### config.mk
export PLATFORM = sky130hd
export DESIGN_NAME = srx_slave_rx
export DESIGN_NICKNAME = d
export VERILOG_FILES = /design/src/rtl/srx_pkg.sv /design/src/rtl/srx_sync_edge.sv /design/src/rtl/srx_shifter.sv /design/src/rtl/srx_rxbuf.sv /design/src/rtl/srx_slave_rx.sv
export SDC_FILE = /design/constraint.sdc
export NUM_CORES = 1
export LEC_CHECK = 0
export BUFFER_PORTS_ARGS = -buffer_cell sky130_fd_sc_hd__buf_2
export CAP_MARGIN = 30
export CORE_MARGIN = 8
export CORE_UTILIZATION = 50
export CTS_BUF_LIST = sky130_fd_sc_hd__clkbuf_4 sky130_fd_sc_hd__clkbuf_8 sky130_fd_sc_hd__clkbuf_16
export DETAILED_ROUTE_END_ITERATION = 8
export GPL_TIMING_DRIVEN = 0
export PLACE_DENSITY = 0.8
export SETUP_SLACK_MARGIN = 0.4
export SYNTH_ARGS = -nofsm -noshare
export SYNTH_HDL_FRONTEND = slang
export SYNTH_HIERARCHICAL = 1
export SYNTH_SLANG_ARGS = --single-unit
### constraint.sdc
create_clock -name clk -period 2.2 [get_ports clk]
set_input_delay 0.55 -clock clk [delete_from_list [all_inputs] [get_ports clk]]
set_output_delay 0.55 -clock clk [all_outputs]
set_load 0.01 [all_outputs]
### src/rtl/srx_pkg.sv
// Package: shared types and widths for the synchronous slave receiver.
// Assumes a character is at most CHAR_W + 1 bits long.
package srx_pkg;
    localparam int CHAR_W = 8;

    typedef struct packed {
        logic              bit8;
        logic [CHAR_W-1:0] data;
    } srx_char_t;
endpackage

### src/rtl/srx_sync_edge.sv
// Synchronizer and sampling-edge detector.
// Brings the external serial clock and data into the clk domain through
// STAGES flops each. Emits a one-cycle sample strobe on the transition
// chosen by pol_i. Assumes each sck_i level lasts longer than STAGES+1
// clk cycles.
module srx_sync_edge #(
    parameter int STAGES = 2
) (
    input  logic clk,
    input  logic rst_n,
    input  logic sck_i,
    input  logic sdat_i,
    input  logic pol_i,
    output logic sample_o,
    output logic bit_o
);
    logic [STAGES-1:0] sck_q;
    logic [STAGES-1:0] dat_q;
    logic              sck_prev;
    logic              sck_cur;

    assign sck_cur = sck_q[STAGES-1];

    // Shift both inputs through the synchronizer chain.
    always_ff @(posedge clk) begin
        if (!rst_n) begin
            sck_q    <= '0;
            dat_q    <= '0;
            sck_prev <= 1'b0;
        end else begin
            sck_q    <= {sck_q[STAGES-2:0], sck_i};
            dat_q    <= {dat_q[STAGES-2:0], sdat_i};
            sck_prev <= sck_cur;
        end
    end

    // Pick the sampling transition from the polarity control.
    always_comb begin
        if (pol_i) sample_o = sck_cur & ~sck_prev;
        else       sample_o = ~sck_cur & sck_prev;
        bit_o = dat_q[STAGES-1];
    end
endmodule

### src/rtl/srx_shifter.sv
// Receive shift register and bit counter.
// Places each sampled bit at its index (LSB first). On the last bit it
// registers the whole character and pulses done_o for one cycle.
// Assumes active_i low resets the frame position.
module srx_shifter
    import srx_pkg::*;
(
    input  logic      clk,
    input  logic      rst_n,
    input  logic      active_i,
    input  logic      sample_i,
    input  logic      bit_i,
    input  logic      nine_i,
    output logic      done_o,
    output srx_char_t word_o
);
    localparam int SR_W  = CHAR_W + 1;
    localparam int CNT_W = $clog2(SR_W + 1);

    logic [SR_W-1:0]  sr_q;
    logic [SR_W-1:0]  sr_next;
    logic [CNT_W-1:0] cnt_q;
    logic [CNT_W-1:0] last_idx;

    // Overlay the incoming bit at the current position.
    always_comb begin
        sr_next        = sr_q;
        sr_next[cnt_q] = bit_i;
        last_idx       = nine_i ? CNT_W'(CHAR_W) : CNT_W'(CHAR_W - 1);
    end

    // Advance the frame on each sample; hand over on the last bit.
    always_ff @(posedge clk) begin
        if (!rst_n) begin
            sr_q   <= '0;
            cnt_q  <= '0;
            done_o <= 1'b0;
            word_o <= '0;
        end else begin
            done_o <= 1'b0;
            if (!active_i) begin
                cnt_q <= '0;
            end else if (sample_i) begin
                sr_q <= sr_next;
                if (cnt_q >= last_idx) begin
                    done_o      <= 1'b1;
                    word_o.data <= sr_next[CHAR_W-1:0];
                    word_o.bit8 <= nine_i & sr_next[CHAR_W];
                    cnt_q       <= '0;
                end else begin
                    cnt_q <= cnt_q + 1'b1;
                end
            end
        end
    end
endmodule

### src/rtl/srx_rxbuf.sv
// Receive buffer: a DEPTH-entry FIFO with its head shown ahead.
// The caller pushes only when not full (or popping) and pops only when not
// empty. flush_i empties it and takes priority over push and pop.
module srx_rxbuf
    import srx_pkg::*;
#(
    parameter int DEPTH = 2
) (
    input  logic      clk,
    input  logic      rst_n,
    input  logic      flush_i,
    input  logic      push_i,
    input  srx_char_t push_data_i,
    input  logic      pop_i,
    output srx_char_t head_o,
    output logic      empty_o,
    output logic      full_o
);
    localparam int PTR_W = (DEPTH > 1) ? $clog2(DEPTH) : 1;
    localparam int CNT_W = $clog2(DEPTH + 1);

    srx_char_t        mem_q [DEPTH];
    logic [PTR_W-1:0] wr_ptr_q;
    logic [PTR_W-1:0] rd_ptr_q;
    logic [CNT_W-1:0] count_q;

    function automatic logic [PTR_W-1:0] ptr_inc(input logic [PTR_W-1:0] p);
        return (p == PTR_W'(DEPTH - 1)) ? '0 : p + 1'b1;
    endfunction

    // Store pushed characters.
    always_ff @(posedge clk) begin
        if (!rst_n) begin
            for (int i = 0; i < DEPTH; i++) mem_q[i] <= '0;
        end else if (push_i && !flush_i) begin
            mem_q[wr_ptr_q] <= push_data_i;
        end
    end

    // Maintain pointers and occupancy.
    always_ff @(posedge clk) begin
        if (!rst_n || flush_i) begin
            wr_ptr_q <= '0;
            rd_ptr_q <= '0;
            count_q  <= '0;
        end else begin
            if (push_i) wr_ptr_q <= ptr_inc(wr_ptr_q);
            if (pop_i)  rd_ptr_q <= ptr_inc(rd_ptr_q);
            if (push_i && !pop_i)      count_q <= count_q + 1'b1;
            else if (pop_i && !push_i) count_q <= count_q - 1'b1;
        end
    end

    // Present status and the head entry.
    always_comb begin
        empty_o = (count_q == '0);
        full_o  = (count_q == CNT_W'(DEPTH));
        head_o  = mem_q[rd_ptr_q];
    end
endmodule

### src/rtl/srx_slave_rx.sv
// Synchronous serial slave receiver, top level.
// Joins the synchronizer, the shift register and the receive buffer. Owns
// the overrun lockout and the read, ready and interrupt outputs. Assumes
// rd_i is a single-cycle strobe and that the controls are synchronous to clk.
module srx_slave_rx
    import srx_pkg::*;
#(
    parameter int SYNC_STAGES = 2,
    parameter int BUF_DEPTH   = 2
) (
    input  logic              clk,
    input  logic              rst_n,
    input  logic              sck_i,
    input  logic              sdat_i,
    input  logic              port_en_i,
    input  logic              rx_en_i,
    input  logic              single_req_i,
    input  logic              nine_bit_i,
    input  logic              clk_pol_i,
    input  logic              irq_en_i,
    input  logic              rd_i,
    output logic [CHAR_W-1:0] rd_data_o,
    output logic              rd_bit8_o,
    output logic              rx_ready_o,
    output logic              irq_o,
    output logic              overrun_o
);
    logic      sample;
    logic      bit_val;
    logic      active;
    logic      done;
    srx_char_t word;
    srx_char_t head;
    logic      buf_empty;
    logic      buf_full;
    logic      pop;
    logic      push;
    logic      ovr_set;
    logic      ovr_q;
    logic      unused_single_req;

    // The single-receive request has no role in slave mode.
    assign unused_single_req = single_req_i;

    srx_sync_edge #(.STAGES(SYNC_STAGES)) sync_i (
        .clk      (clk),
        .rst_n    (rst_n),
        .sck_i    (sck_i),
        .sdat_i   (sdat_i),
        .pol_i    (clk_pol_i),
        .sample_o (sample),
        .bit_o    (bit_val)
    );

    srx_shifter shift_i (
        .clk      (clk),
        .rst_n    (rst_n),
        .active_i (active),
        .sample_i (sample),
        .bit_i    (bit_val),
        .nine_i   (nine_bit_i),
        .done_o   (done),
        .word_o   (word)
    );

    srx_rxbuf #(.DEPTH(BUF_DEPTH)) buf_i (
        .clk         (clk),
        .rst_n       (rst_n),
        .flush_i     (~port_en_i),
        .push_i      (push),
        .push_data_i (word),
        .pop_i       (pop),
        .head_o      (head),
        .empty_o     (buf_empty),
        .full_o      (buf_full)
    );

    // Decide reception, buffer traffic and overrun detection.
    always_comb begin
        active  = port_en_i & rx_en_i & ~ovr_q;
        pop     = rd_i & ~buf_empty;
        push    = done & port_en_i & rx_en_i & (~buf_full | pop);
        ovr_set = done & port_en_i & rx_en_i & buf_full & ~pop;
    end

    // Hold the overrun flag until an enable is dropped.
    always_ff @(posedge clk) begin
        if (!rst_n || !port_en_i || !rx_en_i) ovr_q <= 1'b0;
        else if (ovr_set)                     ovr_q <= 1'b1;
    end

    // Drive the read port and flags.
    always_comb begin
        rx_ready_o = ~buf_empty;
        rd_data_o  = buf_empty ? '0 : head.data;
        rd_bit8_o  = ~buf_empty & head.bit8;
        irq_o      = rx_ready_o & irq_en_i;
        overrun_o  = ovr_q;
    end
endmodule

=== Word level (Yosys, flattened, before mapping) ===
Memory sizes are Yosys's and may differ from the RTL's. A register that Yosys moved wholly into a read port is not among the register bits.
Index checks and enable logic that the tools add are counted.

* $add $sub $neg: 5
* Multipliers: 0
* Div/mod/pow operators: 0
* Magnitude comparators: 3
* Equality and inequality tests: 1
* Shift-type cells: 0
* Multiplexer cells: 21
* Bitwise logic cells: 21
* Reductions and logical operators: 19

{| class="wikitable"
|+ Operators with widths
! kind !! count
|-
| 1-bit AND || 13
|-
| 1-bit two-way mux || 13
|-
| 9-bit bitwise mux || 1
|-
| 9-bit two-way mux || 1
|-
| 9-bit OR reduction || 1
|-
| 4-bit two-way mux || 2
|-
| 8-bit two-way mux || 1
|-
| 1-bit inverter || 7
|-
| 3-bit AND reduction || 2
|-
| 1-bit zero test || 5
|-
| 4-bit by 5-bit less-than comparator with 1-bit output, second input constant || 1
|-
| 4-bit by 1-bit adder with 4-bit output, second input constant || 1
|-
| 1-bit demux with 4-bit select || 1
|-
| 4-bit by 1-bit >= comparator with 1-bit output, second input constant || 1
|-
| 4-bit >= comparator || 1
|-
| 1-bit logical AND || 4
|-
| 2-bit two-way mux || 2
|-
| 2-bit AND reduction || 2
|-
| 1-bit logical OR || 3
|-
| 1-bit adder, second input constant || 2
|-
| 2-bit by 1-bit adder with 2-bit output, second input constant || 1
|-
| 2-bit == test, second input constant || 1
|-
| 2-bit zero test || 1
|-
| 2-bit nonzero test || 1
|-
| 2 further kinds || 2
|}

* Flip-flop bits (word level): 33
* Latch bits: 0
* Memory bits (writable): 18
* Memory bits (read-only): 0
* Output and inout bits: 12
* Logic and storage cells: 83
* Memories kept: 1

{| class="wikitable"
|+ Memory list
! name !! depth !! bits a word !! read ports !! clocked after memory_dff !! write ports !! line !! RTL
|-
| buf_i.mem_q || 2 || 9 || 1 || 1 || 2 || srx_rxbuf.sv:22 || <nowiki>srx_char_t mem_q [DEPTH];</nowiki>
|}

=== Logic depth before layout (Yosys ltp) ===
Gate-level depths: netlist of the first run.

* Word-level depth: 11
* Mapped depth: 8
* Mapped depth without buffers: 8

=== By module ===
The synthesis of the first run kept the hierarchy.

{| class="wikitable"
|+ By module, submodules not included
! module !! times used !! cells each !! area each (µm²) !! sequential area each (µm²)
|-
| srx_shifter || 1 || 134 || 1253.7 || 460.4
|-
| srx_rxbuf || 1 || 84 || 988.4 || 640.6
|-
| srx_sync_edge || 1 || 13 || 155.1 || 100.1
|-
| srx_slave_rx || 1 || 22 || 150.1 || 20.0
|}

=== Worst setup path before layout of the first run ===
OpenSTA, ideal clock, no wires.

* Path type: input-to-reg
* Start point: in rd_i
* End point: mem buf_i/mem_q[1][0] (netlist name) (enable)
* Library setup time: 0.387 ns
* Arrival time: 1.762 ns
* Data required time: 1.813 ns
* Slack: 0.050 ns
* Stages on the path: 4
* Path buffers: 0
* Cells stage by stage: nand2b_4 > a21oi_1 > nand2_1 > o21ai_0

{| class="wikitable"
|+ RTL lines
! what !! line !! RTL
|-
| from (decl) || srx_slave_rx.sv:21 || <nowiki>input logic rd_i,</nowiki>
|-
| to (decl) || srx_rxbuf.sv:22 ||
|}

==> metrics.cfg, run 1 <==
[floorplan]
rows = 26
die_area_um2 = 7640
die_h_um = 87.4
die_w_um = 87.4
placeableCoreArea_um2 = 5010
io_pins = 23
start_util_pct = 50.8

[finish]
fillers = 428
drive_gt1_share_pct = 28.8
diodes = 0
nNetsFinal = 311
final_common_cell = dfxtp_1
final_core_util_pct = 62.6
area_delta_synth_final_pct = 23.0
layout_common_cells = 29 x dfxtp_1, 26 x nor2_1, 23 x nand2_1, 23 x buf_2, 18 x edfxtp_1
multiInputGateArea_um2 = 1350
ff_latch_area_um2 = 1230

[synthesis]
async_reset_ff_share_pct = 0
syn_area_per_cell_um2 = 10.1
synth.cell_area_um2 = 2550
synth_nets = 273
ys_ff_latch = 52
ys_seq_area_share_pct = 47.9
synth_top_flop_cell = dfxtp_1
synth_cells = 253
synth_edf_count = 18
synth_warnings = 6
synth.distinct_cells = 39

[worst_setup_path]
ff2ff_path_depth = 9
reg2reg_to = shift_i/word_o[0]
cp_num_buf_inv = 2
start_kind = register
reg2reg_slack_ns = 0.41
cp.arrival_ns = 1.37
path_max_fanout = 5
crit_path_cell_trace = buf_6 -> mux2_4 -> and2b_1 -> buf_2
cp_top_family = flip-flops
max_stage_delay_ns = 0.36
worst-setup-path-type = reg -> out
worstPathRequired_ns = 1.65
cp-end-kind = primary output
crit_slowest_cell = dfxtp_2
rr_startpoint = shift_i/cnt_q[0]

[pwr]
sw_frac_of_total_pct = 19.5
power_mw = 1.90
power_frac_clock_pct = 40.7
seqPwrFrac_pct = 53.3
power.switching_uw = 371
p_leak_nw = 1.24
p_comb_share_pct = 5.9
vdd_drop_max_v = 0.000343
internal-power_mw = 1.53
powerDensity_nw_per_um2 = 606

[sta]
slew_headroom_pct = 72.1
period_share_pct = 87.4
skew_ns = 0.0115
rsz0062_at_grt = true
fmax_mhz = 520
finalSetupViolCount = 0
worstMarginPinSlew_ns = 0.418
holdWs_ns = 0.442
period_needed_ns = 1.92
drv_slew = 0
hold_violations = 0
tns_ns = 0

[grt]
grt_busiest_layer = met2
use_met3_pct = 3.11
gr-usage-met1_pct = 14.0
grt_pass1_vias = 1865
gr-usage-met2_pct = 25.6
overflow = 0
grt_max_degree = 17
grt_first_pass_wirelength_um = 8210
track_usage_pct = 13.5
grt_antenna_before_repair = 0

[worst_hold_path]
min_path_type = reg -> reg
worstHoldPathCells = 1
hold_start = sync_i/sck_q[0]
whs_endpoint = sync_i/sck_q[1]

[flow_run]
cap_violations = 0

[clocking]
cts-buffers-inserted = 5
clk_pin_slew_ns = 0.09
cts.sinks = 52
hold_buffers = 0
clk_latency_ns = 0.31
clockBufferDepth = 2
cts_htree_levels = 2
cts_tree = built
clock-root-buffer = clkbuf_8

[detailed_routing]
drc = 0
post_drt_wl_per_cell_um = 13.4
first_pass_iters = 4
finalWirelength_um = 4850
detail-route-antenna-nets = 0
vias_per_cell = 5.14
drtIter0Drc = 45
via_count = 1862

[placement]
gp_congestion = 0.763
dpl.hpwl_um = 3290
port_buffers = 21

[outcome]
status = completed

## cells by family (layout without fill, tap and decap cells)
kind of cell / Yosys count / in the layout / share of synthesized area (%)
AND/OR/NAND/NOR: 108 / 109 / 22.7
flip-flops: 52 / 52 / 47.9
AO/OA/AOI/OAI: 35 / 35 / 9.87
multiplexers: 25 / 25 / 10.4
buffers and inverters: 20 / 58 / 3.29
adder cells (fa/ha/maj): 9 / 9 / 4.42
XOR/XNOR: 4 / 4 / 1.38
## worst register-to-register path, cell delays in order (launching register included)
cell and delay (ns):
dfxtp_4 0.39, inv_6 0.05, ha_4 0.20, nand2b_4 0.14, a2111oi_4 0.30, buf_4 0.21
buf_12 0.10, nor3_4 0.03, buf_6 0.14, mux2i_1 0.12
## sequential cells by signal, summed over array words and instances (netlist names), named ones only
| signal | flops |
|---|---|
| buf_i/count_q | 2 |
| buf_i/mem_q | 18 |
| buf_i/rd_ptr_q | 1 |
| buf_i/wr_ptr_q | 1 |
| overrun_o | 1 |
| shift_i/cnt_q | 4 |
| shift_i/done_o | 1 |
| shift_i/sr_q | 9 |
| shift_i/word_o | 9 |
| sync_i/dat_q | 2 |
| sync_i/sck_prev | 1 |
| sync_i/sck_q | 2 |
## stage by stage
stage,cell area [um2],setup slack [ns],std cells
6_report,3130,0.276,362
2_1_floorplan,2590,0.332,253
3_5_place_dp,2790,-0.0590,344
3_3_place_gp,2790,-0.0721,344
4_1_cts,3040,0.273,358
5_1_grt,3130,0.224,362
## cell type report
| class | instances | area share [%] |
|---|---|---|
| sequential | 52 | 39.2 |
| timing repair buffer | 30 | 6.63 |
| clock inverter | 2 | 1.92 |
| buffer | 12 | 2.28 |
| inverter | 8 | 1.52 |
| clock buffer | 6 | 2.44 |
| multi-input combinational | 182 | 43.2 |
| tap | 70 | 2.79 |
## synthesized netlist by cell type (2+ instances only)
master | instances | area (um2)
o211ai_1 | 2 | 15.0
nor2b_1 | 17 | 106
mux2_2 | 11 | 124
nand2_1 | 25 | 93.8
nor2_1 | 28 | 105
a21oi_1 | 9 | 45.0
ha_1 | 9 | 113
nand2b_1 | 7 | 43.8
xor2_1 | 3 | 26.3
clkbuf_1 | 5 | 18.8
buf_2 | 7 | 35.0
and2_2 | 2 | 15.0
and3_1 | 4 | 25.0
nand3b_1 | 5 | 37.5
edfxtp_1 | 18 | 541
inv_1 | 8 | 30.0
nand2b_4 | 2 | 27.5
o21ai_0 | 10 | 50.1
and2_1 | 5 | 31.3
o221a_1 | 3 | 33.8
a21boi_0 | 4 | 30.0
mux2i_1 | 14 | 140
dfxtp_1 | 34 | 681
nand3_1 | 6 | 30.0
## power groups by stage
stage	Sequential, mW	Clock (mW)	Combinational [mW]
after floorplan	1.03	0	0.0595
after global placement	1.04	0	0.0854
after detailed placement	1.04	0	0.0871
after CTS	1.01	0.785	0.103
after global routing	1.02	0.816	0.123
final	1.01	0.773	0.113
## repair_timing
action | in CTS | in global routing
gates cloned | 2 | 0
gates resized for setup | 20 | 16
pin swaps | 3 | 5
buffers inserted | 4 | 4
setup endpoints to repair | 44 | 22
## worst max-delay path by stage
stage	from	endpoint	slack (ns)	depth (start not counted)
after floorplan	nine_bit_i	shift_i/word_o[5]	0.33	6
after global placement	nine_bit_i	shift_i/word_o[5]	-0.07	7
after detailed placement	nine_bit_i	shift_i/word_o[5]	-0.06	7
after CTS	register	rd_data_o[1]	0.27	4
after global routing	register	rd_data_o[2]	0.22	4
final	register	rd_data_o[4]	0.28	4
## layer usage
metal,vias up,part of all wire [%],routed length (um)
li1,948,-,-
met1,884,45,2170
met4,0,0.64,31
met5,-,0,0
met3,4,3.9,188
met2,26,51,2460
Power figures use the tool's default switching activity.
==> run 2: changes to the inputs <==
==> constraint.sdc (replaced) <==
create_clock -name clk -period 2.2 [get_ports clk]
set_input_delay 0.33 -clock clk [delete_from_list [all_inputs] [get_ports clk]]
set_output_delay 0.33 -clock clk [all_outputs]
set_load 0.01 [all_outputs]
==> metrics.cfg, run 2 (synthesized netlist as in run 1, its figures left out) <==
[placement]
gp_congestion = 0.746  ; was 0.763
port_buffers = 21  ; unchanged
dpl.hpwl_um = 3350  ; was 3290 um

[finish]
regMostFlops = buf_i/mem_q  ; unchanged
final_common_cell = dfxtp_1  ; unchanged
layout_common_cells = 30 x dfxtp_1, 26 x nor2_1, 25 x buf_2  ; was 29 x dfxtp_1, 26 x nor2_1, 23 x nand2_1, 23 x buf_2, 18 x edfxtp_1
multiInputGateArea_um2 = 1330  ; was 1350 um2
largest_reg_flops = 18  ; unchanged
reg_top3 = buf_i/mem_q x18, shift_i/sr_q x9, shift_i/word_o x9  ; unchanged
diodes = 0  ; unchanged
nNetsFinal = 313  ; was 311
drive_gt1_share_pct = 27.9  ; was 28.8%
fillers = 433  ; was 428
ff_latch_area_um2 = 1230  ; about the same
final_core_util_pct = 60.9  ; was 62.6%
area_delta_synth_final_pct = 19.8  ; was 23.0%

[sta]
slew_headroom_pct = 71.5  ; was 72.1%
fmax_mhz = 566  ; was 520 MHz
period_share_pct = 80.4  ; was 87.4%
rsz0062_at_grt = true  ; unchanged
tns_ns = 0  ; unchanged
worstMarginPinSlew_ns = 0.428  ; was 0.418 ns
skew_ns = 0.00707  ; was 0.0115 ns
period_needed_ns = 1.77  ; was 1.92 ns
finalSetupViolCount = 0  ; unchanged
holdWs_ns = 0.227  ; was 0.442 ns
hold_violations = 0  ; unchanged
drv_slew = 0  ; unchanged

[grt]
track_usage_pct = 13.9  ; was 13.5%
grt_antenna_before_repair = 0  ; unchanged
grt_pass1_vias = 1799  ; was 1865
grt_first_pass_wirelength_um = 8310  ; was 8210 um
grt_max_degree = 17  ; unchanged
overflow = 0  ; unchanged

[floorplan]
placeableCoreArea_um2 = 5010  ; unchanged
io_pins = 23  ; unchanged
die_h_um = 87.4  ; unchanged
rows = 26  ; unchanged
start_util_pct = 50.8  ; unchanged
die_area_um2 = 7640  ; unchanged
die_w_um = 87.4  ; unchanged

[worst_setup_path]
cp-end-kind = register  ; was primary output
max_stage_delay_ns = 0.36  ; about the same
crit_path_cell_trace = inv_4 -> ha_4 -> nand2b_4 -> a2111oi_4 -> buf_4 -> nor3_4 -> buf_6 -> o221a_1  ; was buf_6 -> mux2_4 -> and2b_1 -> buf_2
worstPathRequired_ns = 2.39  ; was 1.65 ns
cp.arrival_ns = 1.96  ; was 1.37 ns
crit_slowest_cell = dfxtp_2  ; unchanged
start_kind = register  ; unchanged
worst-setup-path-type = reg -> reg  ; was reg -> out
path_max_fanout = 5  ; unchanged

[detailed_routing]
vias_per_cell = 5.04  ; was 5.14
finalWirelength_um = 5020  ; was 4850 um
drtIter0Drc = 101  ; was 45
detail-route-antenna-nets = 0  ; unchanged
drc = 0  ; unchanged
post_drt_wl_per_cell_um = 13.8  ; was 13.4 um
via_count = 1836  ; was 1862
first_pass_iters = 4  ; unchanged

[clocking]
cts_tree = built  ; unchanged
clock-root-buffer = clkbuf_8  ; unchanged
clockBufferDepth = 2  ; unchanged
clk_latency_ns = 0.30  ; was 0.31 ns
clk_pin_slew_ns = 0.09  ; about the same
cts_htree_levels = 2  ; unchanged
hold_buffers = 0  ; unchanged
cts-buffers-inserted = 5  ; unchanged
cts.sinks = 52  ; unchanged

[pwr]
internal-power_mw = 1.29  ; was 1.53 mW
powerDensity_nw_per_um2 = 542  ; was 606 nW/um2
seqPwrFrac_pct = 61.3  ; was 53.3%
p_comb_share_pct = 6.6  ; was 5.9%
power.switching_uw = 361  ; was 371 uW
sw_frac_of_total_pct = 21.8  ; was 19.5%
power_frac_clock_pct = 32.1  ; was 40.7%
vdd_drop_max_v = 0.000312  ; was 0.000343 V
p_leak_nw = 1.20  ; was 1.24 nW

[worst_hold_path]
min_path_type = in -> reg  ; was reg -> reg

[flow_run]
cap_violations = 0  ; unchanged

[outcome]
status = completed  ; unchanged

run 2: worst max-delay path: cells and delay by family, from the launching register on:
family / cells / cell delay, ns
compound gates: 2 / 0.56
simple gates: 2 / 0.18
flops: 1 / 0.36
buf+inv: 3 / 0.38
fa+ha+maj: 1 / 0.20
run 2: final cells by class:
class	count	area share, %
Clock buffer	6	2.50
Sequential cell	52	40.3
Buffer	12	2.13
Inverter	8	1.07
Multi-Input combinational cell	182	43.7
Timing Repair Buffer	32	7.09
Tap cell	70	2.87
Clock inverter	2	0.410
run 2: path summary, 6_finish.rpt:
kind | start | endpoint | slack [ns] | depth (start not counted)
setup reg to reg | shift_i/cnt_q[0] | shift_i/word_o[7] | 0.43 | 8
setup / recovery | shift_i/cnt_q[0] | shift_i/word_o[7] | 0.43 | 8
hold reg to reg | sync_i/dat_q[0] | sync_i/dat_q[1] | 0.46 | 1
hold / removal | sdat_i | sync_i/dat_q[0] | 0.23 | 2
run 2: per-layer routing:
layer  vias up  wire, um  GRT usage, %
li1        946         -             -
met1       860      2160          15.5
met2        25      2590          24.4
met3         5       204          3.87
met4         0        63          5.31
met5         -         0             0
run 2: repair_timing:
item / 4_1_cts / 5_1_grt
buffers inserted: 6 / 5
gates cloned: 1 / 0
hold endpoints to repair: 0 / 0
pin swaps: 5 / 4
endpoints found under the setup margin: 39 / 24
resized for setup: 8 / 15
run 2: metrics by stage:
stage	std cells	total power, mW	setup slack, ns	cell area (um2)
after floorplan	253	1.09	0.423	2560
after global placement	344	1.12	0.140	2750
after detailed placement	344	1.12	0.144	2750
after CTS	359	1.67	0.408	2950
after global routing	364	1.72	0.357	3050
final	364	1.65	0.432	3050
run 2: power by group through the flow:
stage / logic, mW / clock network [mW] / registers, mW
final: 0.109 / 0.531 / 1.01
after global routing: 0.120 / 0.583 / 1.01
after CTS: 0.0998 / 0.552 / 1.01
after detailed placement: 0.0822 / 0 / 1.04
after global placement: 0.0798 / 0 / 1.04
after floorplan: 0.0563 / 0 / 1.03
==> run 3: changes to the inputs <==
ABC_AREA = 1   (was not set)
PLACE_DENSITY = 0.77   (was 0.8)
clock period = 1.8 ns   (was 2.2 ns; I/O delays follow)
==> metrics.cfg, run 3 <==
[synthesis]
yosysMostFrequentCell = inv_1  ; was dfxtp_1
synth.cell_area_um2 = 2560  ; was 2550 um2
synth.area.top_cells = dfxtp_1 27%, edfxtp_1 21%, inv_1 8.5%  ; was dfxtp_1 27%, edfxtp_1 21%, mux2i_1 5.5%
synth_nets = 339  ; was 273
async_reset_ff_share_pct = 0  ; unchanged
ys_ff_latch = 52  ; unchanged
synth.distinct_cells = 29  ; was 39
synth_top_flop_cell = dfxtp_1  ; unchanged
synth_edf_count = 18  ; unchanged
ys_seq_area_share_pct = 47.7  ; was 47.9%
ys_top_cells_by_count = 58 x inv_1, 52 x nand2_1, 51 x nor2_1, 34 x dfxtp_1, 22 x nand3_1  ; was 34 x dfxtp_1, 28 x nor2_1, 25 x nand2_1, 18 x edfxtp_1, 17 x nor2b_1
syn_area_per_cell_um2 = 8.02  ; was 10.1 um2
yosysTopAreaCell = dfxtp_1  ; unchanged
synth_cells = 319  ; was 253
synth_top_area_share_pct = 26.6  ; was 26.7%
synth_warnings = 6  ; unchanged

[detailed_routing]
post_drt_wl_per_cell_um = 15.1  ; was 13.8 um
drtIter0Drc = 107  ; was 101
vias_per_cell = 5.17  ; was 5.04
via_count = 2266  ; was 1836
drc = 0  ; unchanged
detail-route-antenna-nets = 0  ; unchanged
finalWirelength_um = 6620  ; was 5020 um
first_pass_iters = 4  ; unchanged

[outcome]
status = completed  ; unchanged

[finish]
final_common_cell = inv_1  ; was dfxtp_1
area_delta_synth_final_pct = 43.5  ; was 19.8%
regMostFlops = buf_i/mem_q  ; unchanged
nNetsFinal = 387  ; was 313
reg_top3 = buf_i/mem_q x18, shift_i/sr_q x9, shift_i/word_o x9  ; unchanged
layout_common_cells = 44 x inv_1, 42 x nand2_1, 34 x nor2_1  ; was 30 x dfxtp_1, 26 x nor2_1, 25 x buf_2
largest_reg_flops = 18  ; unchanged
final_area_um2 = 3670  ; was 3050 um2
diodes = 0  ; unchanged
drive_gt1_share_pct = 43.5  ; was 27.9%

[floorplan]
io_pins = 23  ; unchanged
start_util_pct = 51.1  ; was 50.8%
die_h_um = 87.6  ; was 87.4 um
rows = 26  ; unchanged
placeableCoreArea_um2 = 5010  ; unchanged
die_area_um2 = 7670  ; was 7640 um2
die_w_um = 87.6  ; was 87.4 um

[worst_setup_path]
crit_cells = 5  ; was 8
cp.arrival_ns = 1.34  ; was 1.96 ns
crit_slowest_cell = dfxtp_2  ; unchanged
ff2ff_path_depth = 9  ; was 8
max_stage_delay_ns = 0.37  ; was 0.36 ns
cp_num_buf_inv = 3  ; unchanged
start_kind = register  ; unchanged
cp-end-kind = primary output  ; was register
path_max_fanout = 5  ; unchanged
cp_top_family = flip-flops  ; was compound AO/OA/AOI/OAI gates
crit_path_cell_trace = buf_6 -> mux2_4 -> inv_2 -> nor2_1 -> buf_2  ; was inv_4 -> ha_4 -> nand2b_4 -> a2111oi_4 -> buf_4 -> nor3_4 -> buf_6 -> o221a_1
worstPathRequired_ns = 1.53  ; was 2.39 ns
worst-setup-path-type = reg -> out  ; was reg -> reg

[grt]
grt_max_degree = 17  ; unchanged
grt_pass1_vias = 2127  ; was 1799
grt_antenna_before_repair = 0  ; unchanged
overflow = 0  ; unchanged
grt_first_pass_wirelength_um = 9380  ; was 8310 um
track_usage_pct = 15.6  ; was 13.9%

[worst_hold_path]
worstHoldPathCells = 3  ; was 2
min_path_type = in -> reg  ; unchanged

[clocking]
cts_tree = built  ; unchanged
cts-buffers-inserted = 5  ; unchanged
clock-root-buffer = clkbuf_8  ; unchanged
hold_buffers = 0  ; unchanged
clk_pin_slew_ns = 0.10  ; was 0.09 ns
cts_htree_levels = 2  ; unchanged
cts.sinks = 52  ; unchanged
clk_latency_ns = 0.30  ; about the same
clockBufferDepth = 2  ; unchanged

[sta]
rsz0062_at_grt = true  ; unchanged
drv_slew = 0  ; unchanged
finalSetupViolCount = 0  ; unchanged
tns_ns = 0  ; unchanged
hold_violations = 0  ; unchanged
slew_headroom_pct = 63.0  ; was 71.5%
fmax_mhz = 622
skew_ns = 0.00423  ; was 0.00707 ns
period_share_pct = 89.3
worstMarginPinSlew_ns = 0.555  ; was 0.428 ns
period_needed_ns = 1.61

[placement]
gp_congestion = 0.832  ; was 0.746
postPlaceCellArea_um2 = 2800  ; was 2750 um2
port_buffers = 21  ; unchanged
dpl.hpwl_um = 3620  ; was 3350 um

[flow_run]
cap_violations = 0  ; unchanged

[pwr]
powerDensity_nw_per_um2 = 675  ; was 542 nW/um2
vdd_drop_max_v = 0.000375  ; was 0.000312 V
p_leak_nw = 1.55  ; was 1.20 nW

run 3: changes by cell type in the layout (fill, tap and decap cells not counted), sizes merged, moves of 7 or more:
| cell | previous run | this run |
|---|---|---|
| inv | 8 | 63 |
| nand2 | 25 | 58 |
| nor2 | 28 | 61 |
| nand3 | 6 | 24 |
| nor2b | 17 | 0 |
| mux2i | 14 | 0 |
| nand2b | 9 | 0 |
| o21ai | 10 | 19 |
| clkbuf | 13 | 5 |
| and2 | 7 | 0 |
| buf | 37 | 44 |
run 3: per-layer routing:
metal  global-route usage, %  vias to the layer above  routed length [um]
met5                       0                        -                   0
met4                    6.72                        0                 165
met3                    2.35                       18                 286
met2                    30.5                       68                3670
met1                    15.8                     1080                2500
li1                        -                     1100                   -
run 3: tightest hold or removal path: cells and delay by family:
family,cells,cell delay [ns]
and+or+nand+nor,1,0.04
buffers and inverters,2,0.11
run 3: path summary, 6_finish.rpt:
| path | startpoint | endpoint | slack (ns) |
|---|---|---|---|
| setup / recovery | register | rd_data_o[2] | 0.19 |
| hold / removal | sdat_i | sync_i/dat_q[0] | 0.14 |
| setup reg to reg | buf_i/count_q[1] | buf_i/mem_q[0][2] | 0.30 |
| hold reg to reg | sync_i/sck_q[0] | sync_i/sck_q[1] | 0.42 |
run 3: where the power goes:
part	switching, mW	internal, mW
clock	0.399	0.695
combinational	0.0948	0.0562
sequential	0.00959	1.23
total	0.504	1.98
run 3: cell families after synthesis:
family / count (synthesis) / synth area share [%]
adder cells (fa/ha/maj): 9 / 4.40
flip-flops: 52 / 47.7
multiplexers: 9 / 3.96
AND/OR/NAND/NOR: 153 / 27.5
buffers and inverters: 69 / 10.8
XOR/XNOR: 1 / 0.342
AO/OA/AOI/OAI: 26 / 5.28
run 3: area by class of cell:
type                    instances  area (um2)
multi-input cells             200        1530
fillers                       339        1340
plain buffers                   5        58.8
clock buffers                   5        68.8
clock inverters                 3        90.1
repair buffers                 39         324
well taps                      70        87.6
flip-flops and latches         52        1240
inverters                      64         275
run 3: repair_timing:
action | CTS | global route
pin swaps | 12 | 25
buffers inserted | 13 | 3
cloned | 2 | 2
endpoints found under the setup margin | 52 | 64
resized for setup | 66 | 74
run 3: through the flow:
| stage | worst slack [ns] | hold slack, ns | total power [mW] | util, % | std cells |
|---|---|---|---|---|---|
| 2_1_floorplan | 0.292 | 0.363 | 1.34 | - | 319 |
| 3_3_place_gp | 0.175 | 0.391 | 1.37 | 55.8 | 410 |
| 3_5_place_dp | 0.161 | 0.398 | 1.38 | 55.8 | 410 |
| 4_1_cts | 0.195 | 0.132 | 2.46 | 66.6 | 433 |
| 5_1_grt | 0.130 | 0.144 | 2.54 | 73.4 | 438 |
| 6_report | 0.192 | 0.145 | 2.48 | 73.4 | 438 |
